**src/rtl/cfg_decomp.sv**
```systemverilog
module cfg_decomp #(
  parameter int CFG_W   = 16,
  parameter int DEPTH   = 16,
  parameter int MAX_LEN = 8
) (
  input  logic                 clk,
  input  logic                 rst_n,
  input  logic                 in_valid,
  output logic                 in_ready,
  input  logic                 in_bit,
  input  logic                 in_sof,
  output logic                 out_valid,
  input  logic                 out_ready,
  output logic [CFG_W-1:0]     out_cfg,
  input  logic                 wr_en,
  input  logic [1:0]           wr_sel,
  input  logic [((($clog2(DEPTH)) > ($clog2(MAX_LEN))) ? $clog2(DEPTH) : $clog2(MAX_LEN))-1:0] wr_addr,
  input  logic [CFG_W-1:0]     wr_data,
  output logic                 dec_err,
  output logic                 wr_err
);
  localparam int IDX_W = $clog2(DEPTH);
  localparam int RK_W  = IDX_W + 1;
  localparam int LI_W  = $clog2(MAX_LEN);
  localparam int LEN_W = $clog2(MAX_LEN + 1);
  localparam int RC_W  = $clog2(CFG_W);

  typedef enum logic [1:0] {ST_CODE, ST_RAW, ST_ERR} st_t;

  st_t                st;
  logic [CFG_W-1:0]   tbl   [DEPTH];
  logic [MAX_LEN-1:0] fc    [MAX_LEN];
  logic [RK_W-1:0]    cnt   [MAX_LEN];
  logic [RK_W-1:0]    base  [MAX_LEN];
  logic [MAX_LEN-1:0] code;
  logic [LEN_W-1:0]   len;
  logic [CFG_W-1:0]   raw;
  logic [RC_W-1:0]    rcnt;

  st_t                eff;
  logic [MAX_LEN-1:0] code_n, off;
  logic [LEN_W-1:0]   len_n;
  logic [LI_W-1:0]    li;
  logic [RK_W-1:0]    rank;
  logic               hit, is_esc, bad, acc, idle;

  assign in_ready = !out_valid;
  assign acc      = in_valid && in_ready;
  assign idle     = (st != ST_RAW) && (len == '0) && !out_valid;
  assign eff      = in_sof ? ST_CODE : st;

  assign code_n = in_sof ? MAX_LEN'(in_bit) : {code[MAX_LEN-2:0], in_bit};
  assign len_n  = (in_sof ? '0 : len) + LEN_W'(1);
  assign li     = LI_W'(len_n - LEN_W'(1));
  assign off    = code_n - fc[li];
  assign hit    = (code_n >= fc[li]) && (off < MAX_LEN'(cnt[li]));
  assign rank   = base[li] + RK_W'(off);
  assign is_esc = hit && (rank == RK_W'(DEPTH));
  assign bad    = (hit && rank > RK_W'(DEPTH)) || (!hit && len_n == LEN_W'(MAX_LEN));

  always_ff @(posedge clk) begin
    if (!rst_n) begin
      st        <= ST_CODE;
      code      <= '0;
      len       <= '0;
      raw       <= '0;
      rcnt      <= '0;
      out_valid <= 1'b0;
      out_cfg   <= '0;
      dec_err   <= 1'b0;
      wr_err    <= 1'b0;
      for (int i = 0; i < DEPTH; i++) tbl[i] <= '0;
      for (int i = 0; i < MAX_LEN; i++) begin
        fc[i]   <= '0;
        cnt[i]  <= '0;
        base[i] <= '0;
      end
    end else begin
      if (out_valid && out_ready) out_valid <= 1'b0;

      if (acc) begin
        case (eff)
          ST_CODE: begin
            code <= '0;
            len  <= '0;
            if (bad) begin
              st      <= ST_ERR;
              dec_err <= 1'b1;
            end else if (is_esc) begin
              st   <= ST_RAW;
              rcnt <= '0;
            end else if (hit) begin
              st        <= ST_CODE;
              out_valid <= 1'b1;
              out_cfg   <= tbl[rank[IDX_W-1:0]];
            end else begin
              st   <= ST_CODE;
              code <= code_n;
              len  <= len_n;
            end
          end
          ST_RAW: begin
            raw <= {raw[CFG_W-2:0], in_bit};
            if (rcnt == RC_W'(CFG_W - 1)) begin
              st        <= ST_CODE;
              out_valid <= 1'b1;
              out_cfg   <= {raw[CFG_W-2:0], in_bit};
            end else begin
              rcnt <= rcnt + RC_W'(1);
            end
          end
          default: ;
        endcase
      end

      if (wr_en) begin
        if (!idle) begin
          wr_err <= 1'b1;
        end else begin
          case (wr_sel)
            2'd0: tbl[wr_addr[IDX_W-1:0]] <= wr_data;
            2'd1: fc[wr_addr[LI_W-1:0]]   <= wr_data[MAX_LEN-1:0];
            2'd2: cnt[wr_addr[LI_W-1:0]]  <= wr_data[RK_W-1:0];
            default: base[wr_addr[LI_W-1:0]] <= wr_data[RK_W-1:0];
          endcase
        end
      end
    end
  end
endmodule

```
**config.mk**
```make
export PLATFORM = sky130hd
export DESIGN_NAME = cfg_decomp
export DESIGN_NICKNAME = d
export VERILOG_FILES = /design/src/rtl/cfg_decomp.sv
export SDC_FILE = /design/constraint.sdc
export NUM_CORES = 1
export LEC_CHECK = 0
export BUFFER_PORTS_ARGS = -buffer_cell sky130_fd_sc_hd__buf_2
export CELL_PAD_IN_SITES_DETAIL_PLACEMENT = 1
export CELL_PAD_IN_SITES_GLOBAL_PLACEMENT = 2
export CORE_UTILIZATION = 49
export CTS_CLUSTER_SIZE = 8
export DETAILED_ROUTE_END_ITERATION = 16
export PLACE_DENSITY_LB_ADDON = 0.3
export SYNTH_ARGS = -nofsm -noshare
export SYNTH_HDL_FRONTEND = slang
export SYNTH_SLANG_ARGS = --single-unit
```
**constraint.sdc**
```tcl
create_clock -name clk -period 10.3 [get_ports clk]
set_input_delay 1.03 -clock clk [delete_from_list [all_inputs] [get_ports clk]]
set_output_delay 1.03 -clock clk [all_outputs]
set_load 0.01 [all_outputs]
```
==> results of run 1 <==
==> layer usage <==
| layer | up-vias | part of all wire | routed length (um) |
|---|---|---|---|
| met5 | - | 0.0013 | 79 |
| met4 | 8 | 0.012 | 765 |
| met3 | 58 | 0.094 | 5769 |
| met2 | 543 | 0.44 | 26940 |
| met1 | 7142 | 0.45 | 27710 |
| li1 | 5957 | - | - |
==> sequential cells by signal, summed over array words and instances (netlist names) <==
name       cells
cnt           40
rcnt           4
fc            64
out_valid      1
wr_err         1
dec_err        1
raw           15
base          40
code           7
st             2
tbl          256
len            4
out_cfg       16
==> logic make-up (layout without fill, tap and decap cells) <==
kind of cell             Yosys count  count (layout)  synth area share
AO/OA/AOI/OAI                    177             177           0.05415
XOR/XNOR                           9               9          0.004300
adder cells (fa/ha/maj)           22              22           0.01348
buffers and inverters            151             222           0.02888
flip-flops                       451             451            0.6052
multiplexers                     140             140            0.1181
AND/OR/NAND/NOR                  664             664            0.1759
==> critical path, cell delays in order <==
cell	delay, ns
buf_2	0.08
buf_4	0.33
nand2b_1	0.70
inv_2	0.34
mux4_2	0.51
nand2_1	0.08
o21ai_0	0.15
ha_1	0.26
inv_1	0.08
fa_1	0.45
fa_2	1.10
buf_4	0.62
mux4_2	0.38
nor2b_1	0.14
a211oi_1	0.33
a211oi_1	0.09
o21ai_0	0.25
mux2i_1	0.13
==> metrics by stage <==
step	utilization	instance area [um2]
4_1_cts	0.5614	24230
3_3_place_gp	0.5172	22330
3_5_place_dp	0.5172	22330
2_1_floorplan	-	21530
6_report	0.5614	24230
5_1_grt	0.5614	24230
==> synth_stat cells, types with 11 or more instances <==
master    instances
edfxtp_1        400
and2_1          356
clkbuf_1        116
nand2_1         104
mux4_2           91
and3_1           76
o21ai_0          58
dfxtp_1          51
mux2i_1          47
nor2_1           47
a211oi_1         34
nor2b_1          31
ha_1             20
a21oi_1          19
buf_2            16
a21boi_0         15
inv_1            11
==> cell type report <==
cell class,instances,area share
tap,585,0.03020
inverter,12,0.001859
clock buffer,114,0.07734
timing repair buffer,93,0.02396
multi-input combinational,1012,0.3275
clock inverter,3,0.001342
sequential,451,0.5378
==> path summary, 6_finish.rpt <==
check,endpoint,slack [ns],depth (start not counted)
worst max-delay path,out_cfg[11],3.61,18
worst min-delay path,raw[6],0.47,2
worst max register to register,out_cfg[11],4.20,16
worst min register to register,raw[6],0.47,2
==> cell usage in the layout, fill, tap and decap left out, types with 47 or more instances in the layout <==
| cell | netlist | routed |
|---|---|---|
| edfxtp_1 | 400 | 400 |
| and2_1 | 356 | 356 |
| nand2_1 | 104 | 104 |
| mux4_2 | 91 | 91 |
| and3_1 | 76 | 76 |
| clkbuf_16 | 0 | 68 |
| dfxtp_1 | 51 | 51 |
| nor2_1 | 47 | 47 |
| mux2i_1 | 47 | 47 |
| buf_2 | 16 | 47 |
==> power by group through the flow <==
stage | Combinational (mW) | Sequential [mW] | Clock [mW]
after floorplan | 0.414 | 2.09 | 0
after global placement | 0.574 | 2.10 | 0
after detailed placement | 0.589 | 2.10 | 0
after CTS | 0.595 | 2.07 | 2.04
after global routing | 0.638 | 2.07 | 2.10
final | 0.594 | 2.07 | 2.02
==> flow_metrics.env, run 1 <==
export IMPL_outcome="complete, no violations"
export IMPL_hold_path_class="reg -> reg"
export IMPL_vias=13708
export IMPL_p_total_mw=4.678
export IMPL_worstPathArrival_ns=7.14
export IMPL_hold_viol_final=0
export IMPL_initial_utilization=0.4988
export IMPL_dr_pass1_iters=5
export IMPL_end_kind="flop"
export IMPL_hp_start="raw[5]"
export IMPL_finalClockSkew_ns=0.02301
export IMPL_synth_nets=1665
export IMPL_required_ns=10.75
export IMPL_diodes=0
export IMPL_grt_pass1_wl_um=91550
export IMPL_finalCritPeriodShare=0.6498
export IMPL_tritoncts="built"
export IMPL_met1_usage=0.4246
export IMPL_top_usage_layer="met1"
export IMPL_cts_reportedPaths_clkPinSlew_ns=0.05
export IMPL_gp_congestion=0.8148
export IMPL_syn_area_um2=21530
export IMPL_multi_input_area_um2=7938
export IMPL_syn_area_per_cell_um2=13.34
export IMPL_max_clock_path_buffers=3
export IMPL_cts_made_buffers=66
export IMPL_criticalPathCategory="in -> reg"
export IMPL_cts_max_level=3
export IMPL_cp_max_fo=39
export IMPL_setup_ws_ns=3.607
export IMPL_fill_cells=4251
export IMPL_dp_cells=2153
export IMPL_cts_root_buf="clkbuf_16"
export IMPL_grt_overflow=0
export IMPL_postCtsSetupBuffers=0
export IMPL_power_share_clock=0.431
export IMPL_clk_latency_ns=0.58
export IMPL_p_sw_mw=1.168
export IMPL_met2_usage=0.4131
export IMPL_die_y_um=211.6
export IMPL_dieArea_um2=44790
export IMPL_drt_iter0_markers=1433
export IMPL_critPathLaunchType="primary input"
export IMPL_synth_area_leader_cell="edfxtp_1"
export IMPL_synth_edf_count=400
export IMPL_numClockSinks=451
export IMPL_setup_viol=0
export IMPL_avgRoutedWirePerCell_um=26.99
export IMPL_regArea_um2=13030
export IMPL_ir_drop_v=0.00008824
export IMPL_nets=1687
export IMPL_rows=76
export IMPL_post_place_ws_ns=3.040
export IMPL_fmax_ghz=0.1494
export IMPL_synth_distinct_cells=64
export IMPL_ys_ff_latch=451
export IMPL_startpoint="in_sof"
export IMPL_cts_hold_buf=0
export IMPL_grt_max_degree=64
export IMPL_drv_slew=0
export IMPL_fin_cells=2270
export IMPL_ys_seq_area_frac=0.6052
export IMPL_core_area_um2=43170
export IMPL_hpwl_um=38810
export IMPL_slew_headroom=0.09447
export IMPL_drc_errors=0
export IMPL_synthesis_instances=1614
export IMPL_netSwitchingFraction=0.2496
export IMPL_synth_top_area_frac=0.5578
export IMPL_final_antenna_net_count=0
export IMPL_grt_pass1_vias=14055
export IMPL_tns_ns=0
export IMPL_synthArstFlopShare=0
export IMPL_comb_power_share=0.127
export IMPL_area_growth_pct=12.54
export IMPL_power_frac_seq=0.442
export IMPL_io_buffer_count=48
export IMPL_synthTopCellsByArea="edfxtp_1, and2_1, mux4_2"
export IMPL_leakage_nw=9.257
export IMPL_met3_usage=0.06794
export IMPL_cts_resized=0
export IMPL_grtUsageTotal=0.2833
export IMPL_antenna_found_initial=8
export IMPL_cap_violations=0
export IMPL_p_per_area_nw_per_um2=193.0
export IMPL_whs_ns=0.4660
export IMPL_rsz0062_at_grt="no"
export IMPL_synthFlopType="edfxtp_1"
export IMPL_ys_warn_count=0
export IMPL_routed_via_density=6.039
export IMPL_rr_startpoint="len[0]"
export IMPL_p_int_mw=3.510
export IMPL_drt_total_wl_um=61260
export IMPL_drive_above_1_share=0.1662
export IMPL_min_period_ns=6.693
export IMPL_ioPinCount=49
export IMPL_fp_dieW_um=211.6
export IMPL_tightest_slew_ns=1.344
(Power assumes the default switching activity.)
==> inputs of run 2 (changes only) <==
--- a/config.mk
+++ b/config.mk
@@ -5,10 +5,11 @@
 export SDC_FILE = /design/constraint.sdc
 export NUM_CORES = 1
 export LEC_CHECK = 0
+export ABC_AREA = 1
 export BUFFER_PORTS_ARGS = -buffer_cell sky130_fd_sc_hd__buf_2
 export CELL_PAD_IN_SITES_DETAIL_PLACEMENT = 1
 export CELL_PAD_IN_SITES_GLOBAL_PLACEMENT = 2
-export CORE_UTILIZATION = 49
+export CORE_UTILIZATION = 37
 export CTS_CLUSTER_SIZE = 8
 export DETAILED_ROUTE_END_ITERATION = 16
 export PLACE_DENSITY_LB_ADDON = 0.3
==> constraint.sdc (replaced) <==
create_clock -name clk -period 5.85 [get_ports clk]
set_input_delay 0.585 -clock clk [delete_from_list [all_inputs] [get_ports clk]]
set_output_delay 0.585 -clock clk [all_outputs]
set_load 0.01 [all_outputs]
==> flow_metrics.env, run 2 <==
export IMPL_outcome="complete, no violations"
export IMPL_syn_area_um2=21270
export IMPL_critPathLaunchType="flop"
export IMPL_ys_seq_area_frac=0.6127
export IMPL_tightest_slew_ns=1.122
export IMPL_cp_max_fo=24
export IMPL_synthArstFlopShare=0
export IMPL_hold_path_end="wr_err"
export IMPL_criticalPathCategory="reg -> reg"
export IMPL_grt_pass1_wl_um=99450
export IMPL_ioPinCount=49
export IMPL_area_growth_pct=12.97
export IMPL_fmax_ghz=0.1948
export IMPL_reg2reg_slack_ns=0.72
export IMPL_diodes=0
export IMPL_synth_distinct_cells=44
export IMPL_synth_area_leader_cell="edfxtp_1"
export IMPL_cap_violations=0
export IMPL_finalClockSkew_ns=0.01690
export IMPL_nets=2240
export IMPL_fp_dieW_um=241.8
export IMPL_synth_top_area_frac=0.5647
export IMPL_post_place_ws_ns=0.4176
export IMPL_grt_overflow=0
export IMPL_cts_resized=0
export IMPL_syn_area_per_cell_um2=9.821
export IMPL_yosysMostFrequentCell="nor2_1"
export IMPL_drive_above_1_share=0.1230
export IMPL_setup_viol=0
export IMPL_whs_ns=0.2901
export IMPL_grtUsageTotal=0.2215
export IMPL_rr_startpoint="len[0]"
export IMPL_r2r_cells=23
export IMPL_tritoncts="built"
export IMPL_vias=15791
export IMPL_p_per_area_nw_per_um2=358.9
export IMPL_slew_headroom=0.2513
export IMPL_clk_latency_ns=0.60
export IMPL_hp_start="wr_en"
export IMPL_cts_reportedPaths_clkPinSlew_ns=0.05
export IMPL_final_antenna_net_count=0
export IMPL_ys_ff_latch=451
export IMPL_gp_congestion=0.8236
export IMPL_synthTopCellsByArea="edfxtp_1, nor2_1, nand2_1"
export IMPL_numClockSinks=451
export IMPL_p_total_mw=8.625
export IMPL_cts_hold_buf=0
export IMPL_ys_warn_count=0
export IMPL_hpwl_um=42530
export IMPL_min_period_ns=5.134
export IMPL_hold_path_class="in -> reg"
export IMPL_dieArea_um2=58450
export IMPL_avgRoutedWirePerCell_um=21.71
export IMPL_end_kind="flop"
export IMPL_setup_ws_ns=0.7158
export IMPL_final_common_cell="nor2_1"
export IMPL_hold_viol_final=0
export IMPL_rows=87
export IMPL_r2r_end="out_cfg[12]"
export IMPL_initial_utilization=0.3758
export IMPL_core_area_um2=56600
export IMPL_antenna_found_initial=0
export IMPL_synth_common_cells="nor2_1, edfxtp_1, nand2_1"
export IMPL_postCtsSetupBuffers=0
export IMPL_reg_top3="tbl (256), fc (64)"
export IMPL_rsz0062_at_grt="no"
export IMPL_drc_errors=0
export IMPL_leakage_nw=9.580
export IMPL_ir_drop_v=0.0003254
export IMPL_die_y_um=241.8
export IMPL_synthesis_instances=2166
export IMPL_largest_reg_flops=256
export IMPL_grt_pass1_vias=16381
export IMPL_drt_iter0_markers=867
export IMPL_min_path_cells=3
export IMPL_synth_edf_count=400
export IMPL_drt_total_wl_um=64410
export IMPL_worstPathArrival_ns=5.65
export IMPL_max_clock_path_buffers=3
export IMPL_synth_nets=2217
export IMPL_final_cell_mix="nor2_1, edfxtp_1, nand2_1, o21ai_0, inv_1"
export IMPL_finalCritPeriodShare=0.8776
export IMPL_io_buffer_count=48
export IMPL_required_ns=6.37
export IMPL_drv_slew=0
export IMPL_synthFlopType="edfxtp_1"
export IMPL_cts_made_buffers=66
export IMPL_tns_ns=0
export IMPL_grt_max_degree=62
export IMPL_cts_max_level=3
export IMPL_regMostFlops="tbl"
export IMPL_dr_pass1_iters=5
export IMPL_cts_root_buf="clkbuf_16"
export IMPL_routed_via_density=5.322
==> run 2: changes by cell type after synthesis, sizes merged, moves of 76 or more <==
cell / change
nor2: +553
and3: -76
nand2: +190
o21ai: +138
inv: +107
and2: -356
mux4: -91
==> run 2: worst max-delay path by stage <==
stage                      start  depth (start not counted)     endpoint  slack (ns)
after detailed placement  in_sof                         24  out_cfg[12]        0.42
after CTS                 len[0]                         23  out_cfg[12]        0.68
after global routing      len[0]                         23  out_cfg[12]        0.31
after global placement    in_sof                         24  out_cfg[15]        0.52
after floorplan           in_sof                         24  out_cfg[15]        1.18
final                     len[0]                         23  out_cfg[12]        0.72
==> run 2: cell families after synthesis <==
family / share of synthesized area
flops: 0.6127
compound gates: 0.09917
buf+inv: 0.05635
xor+xnor: 0.002882
mux: 0.01506
simple gates: 0.2002
fa+ha+maj: 0.01365
==> run 2: final cells by class <==
| class | instances | area (um2) |
|---|---|---|
| Fill cell | 6321 | 32570 |
| Timing Repair Buffer | 104 | 685.7 |
| Clock buffer | 83 | 1737 |
| Clock inverter | 7 | 72.57 |
| Sequential cell | 451 | 13030 |
| Multi-Input combinational cell | 1444 | 7099 |
| Inverter | 122 | 457.9 |
| Tap cell | 756 | 945.9 |
==> run 2: stage by stage <==
stage          cells    util  instance area, um2
3_5_place_dp    2877  0.3926               22220
6_report        2967  0.4245               24030
3_3_place_gp    2877  0.3926               22220
4_1_cts         2967  0.4245               24030
2_1_floorplan   2166       -               21270
5_1_grt         2967  0.4245               24030
==> run 2: power by group <==
group	switching (mW)	internal, mW	total (mW)
clock	1.40	2.07	3.47
combinational	1.06	0.458	1.52
sequential	0.0322	3.61	3.64
==> run 2: routing by layer <==
layer,global-route usage,part of all wire,vias to the layer above
met5,0,0,-
met2,0.3900,0.51,235
met3,0.03141,0.028,97
met1,0.2809,0.44,8067
met4,0.06646,0.024,0
li1,-,-,7392
==> run 2: worst max-delay path: stages (launching register included) <==
cell,delay [ns]
dfxtp_1,0.31
buf_4,0.24
nand2_2,0.25
clkinv_1,0.18
o21ai_0,0.09
o22ai_1,0.17
nand2_1,0.07
o31ai_1,0.10
ha_1,0.21
inv_1,0.06
fa_1,0.55
fa_4,1.01
buf_4,0.34
o21ai_0,0.13
o22ai_1,0.16
nand2_1,0.06
o21ai_0,0.10
inv_1,0.11
o21ai_0,0.32
buf_4,0.21
o21ai_1,0.06
nand3_1,0.12
nand2_1,0.05
nor2_1,0.12
==> inputs of run 3 (changes only) <==
--- a/config.mk
+++ b/config.mk
@@ -12,7 +12,7 @@
 export CORE_UTILIZATION = 37
 export CTS_CLUSTER_SIZE = 8
 export DETAILED_ROUTE_END_ITERATION = 16
-export PLACE_DENSITY_LB_ADDON = 0.3
+export PLACE_DENSITY = 0.86
 export SYNTH_ARGS = -nofsm -noshare
 export SYNTH_HDL_FRONTEND = slang
 export SYNTH_SLANG_ARGS = --single-unit
==> flow_metrics.env, run 3 (same netlist as run 2, synthesis figures left out) <==
export IMPL_outcome="complete, no violations"
export IMPL_crit_family="adder cells"
export IMPL_setup_viol=0
export IMPL_drt_total_wl_um=65540
export IMPL_criticalPathCategory="reg -> reg"
export IMPL_crit_chain="buf_4, a221oi_1, o31ai_1, ha_1, inv_1, fa_1, fa_4, buf_12, o21ai_0, o21ai_0, inv_1, o21ai_0, inv_1, o21ai_0, o21ai_0, nand3_1, nand2_1, nor2_1"
export IMPL_numClockSinks=451
export IMPL_finalClockSkew_ns=0.01459
export IMPL_required_ns=6.36
export IMPL_fin_util=0.4235
export IMPL_avgRoutedWirePerCell_um=22.11
export IMPL_cap_violations=0
export IMPL_whs_ns=0.2978
export IMPL_hold_viol_final=0
export IMPL_p_total_mw=8.561
export IMPL_dp_cells=2864
export IMPL_routed_via_density=5.372
export IMPL_initial_utilization=0.3758
export IMPL_cp_max_fo=41
export IMPL_cts_hold_buf=0
export IMPL_core_area_um2=56600
export IMPL_critical_path_max_stage_delay_ns=1.08
export IMPL_cts_reportedPaths_clkPinSlew_ns=0.05
export IMPL_dr_pass1_iters=5
export IMPL_drive_above_1_share=0.1150
export IMPL_diodes=0
export IMPL_finalCritPeriodShare=0.8660
export IMPL_place_area_um2=22160
export IMPL_fp_dieW_um=241.8
export IMPL_rows=87
export IMPL_fin_cells=2964
export IMPL_clk_latency_ns=0.58
export IMPL_regMostFlops="tbl"
export IMPL_postCtsSetupBuffers=0
export IMPL_final_antenna_net_count=0
export IMPL_path_buf_inv=5
export IMPL_drc_errors=0
export IMPL_rsz0062_at_grt="no"
export IMPL_tns_ns=0
export IMPL_grtUsageTotal=0.2231
export IMPL_drt_iter0_markers=1138
export IMPL_tritoncts="built"
export IMPL_worstPathArrival_ns=5.58
export IMPL_post_place_ws_ns=0.4330
export IMPL_final_cell_mix="nor2_1, edfxtp_1, nand2_1, o21ai_0, inv_1"
export IMPL_antenna_found_initial=2
export IMPL_cts_max_level=3
export IMPL_area_growth_pct=12.69
export IMPL_die_y_um=241.8
export IMPL_reg_top3="tbl (256), fc (64)"
export IMPL_fill_cells=6371
export IMPL_setup_ws_ns=0.7840
export IMPL_drv_slew=0
export IMPL_nets=2227
export IMPL_hpwl_um=42310
export IMPL_min_period_ns=5.066
export IMPL_tightest_slew_ns=1.125
export IMPL_io_buffer_count=48
export IMPL_end_kind="flop"
export IMPL_final_common_cell="nor2_1"
export IMPL_p_per_area_nw_per_um2=357.1
export IMPL_fin_area_um2=23970
export IMPL_leakage_nw=9.527
export IMPL_ir_drop_v=0.0002063
export IMPL_vias=15922
export IMPL_cp_slowest_cell="fa_4"
export IMPL_cts_root_buf="clkbuf_16"
export IMPL_ioPinCount=49
export IMPL_grt_overflow=0
export IMPL_cts_resized=0
export IMPL_critPathLaunchType="flop"
export IMPL_grt_max_degree=88
export IMPL_largest_reg_flops=256
export IMPL_slew_headroom=0.2470
export IMPL_fmax_ghz=0.1974
export IMPL_grt_pass1_wl_um=99790
export IMPL_crit_top_cell="o21ai_0"
export IMPL_grt_pass1_vias=16755
export IMPL_cts_made_buffers=66
export IMPL_hold_path_class="in -> reg"
export IMPL_gp_congestion=0.8349
export IMPL_max_clock_path_buffers=3
export IMPL_dieArea_um2=58450
[run 3: cell types whose count changed in the layout (fill, tap and decap cells not counted), sizes merged]
| cell | previous run | this run |
|---|---|---|
| buf | 104 | 91 |
| clkbuf | 83 | 96 |
| clkinv | 5 | 3 |
| inv | 124 | 123 |
[run 3: worst paths after layout]
check / endpoint / slack, ns / cells after the start / start
max reg2reg: out_cfg[9] / 0.78 / 18 / len[0]
max: out_cfg[9] / 0.78 / 18 / len[0]
min: code[0] / 0.30 / 3 / in_bit
min reg2reg: code[3] / 0.46 / 2 / code[3]
[run 3: routing by layer]
layer,GRT usage,vias up,wire (um)
met5,0,-,13
met4,0.07818,2,1939
met3,0.03774,119,3123
met2,0.3787,403,32070
met1,0.2867,8042,28400
li1,-,7356,-
[run 3: cell type report]
cell class / instances / area (um2) / area share
inverter: 122 / 457.9 / 0.01910
tap: 756 / 945.9 / 0.03946
sequential: 451 / 13030 / 0.5437
timing repair buffer: 91 / 625.6 / 0.02610
multi-input combinational: 1444 / 7094 / 0.2959
clock buffer: 96 / 1785 / 0.07448
clock inverter: 4 / 30.03 / 0.001253
[run 3: tightest hold or removal path, stage by stage]
cell and delay, ns:
buf_2 0.11, nand3_1 0.07, a21oi_1 0.06
[run 3: where the power goes]
| group | internal [mW] | switching [mW] | total (mW) |
|---|---|---|---|
| combinational | 0.451 | 1.02 | 1.47 |
| clock | 2.09 | 1.36 | 3.44 |
| sequential | 3.61 | 0.0338 | 3.64 |
| total | 6.15 | 2.41 | 8.56 |
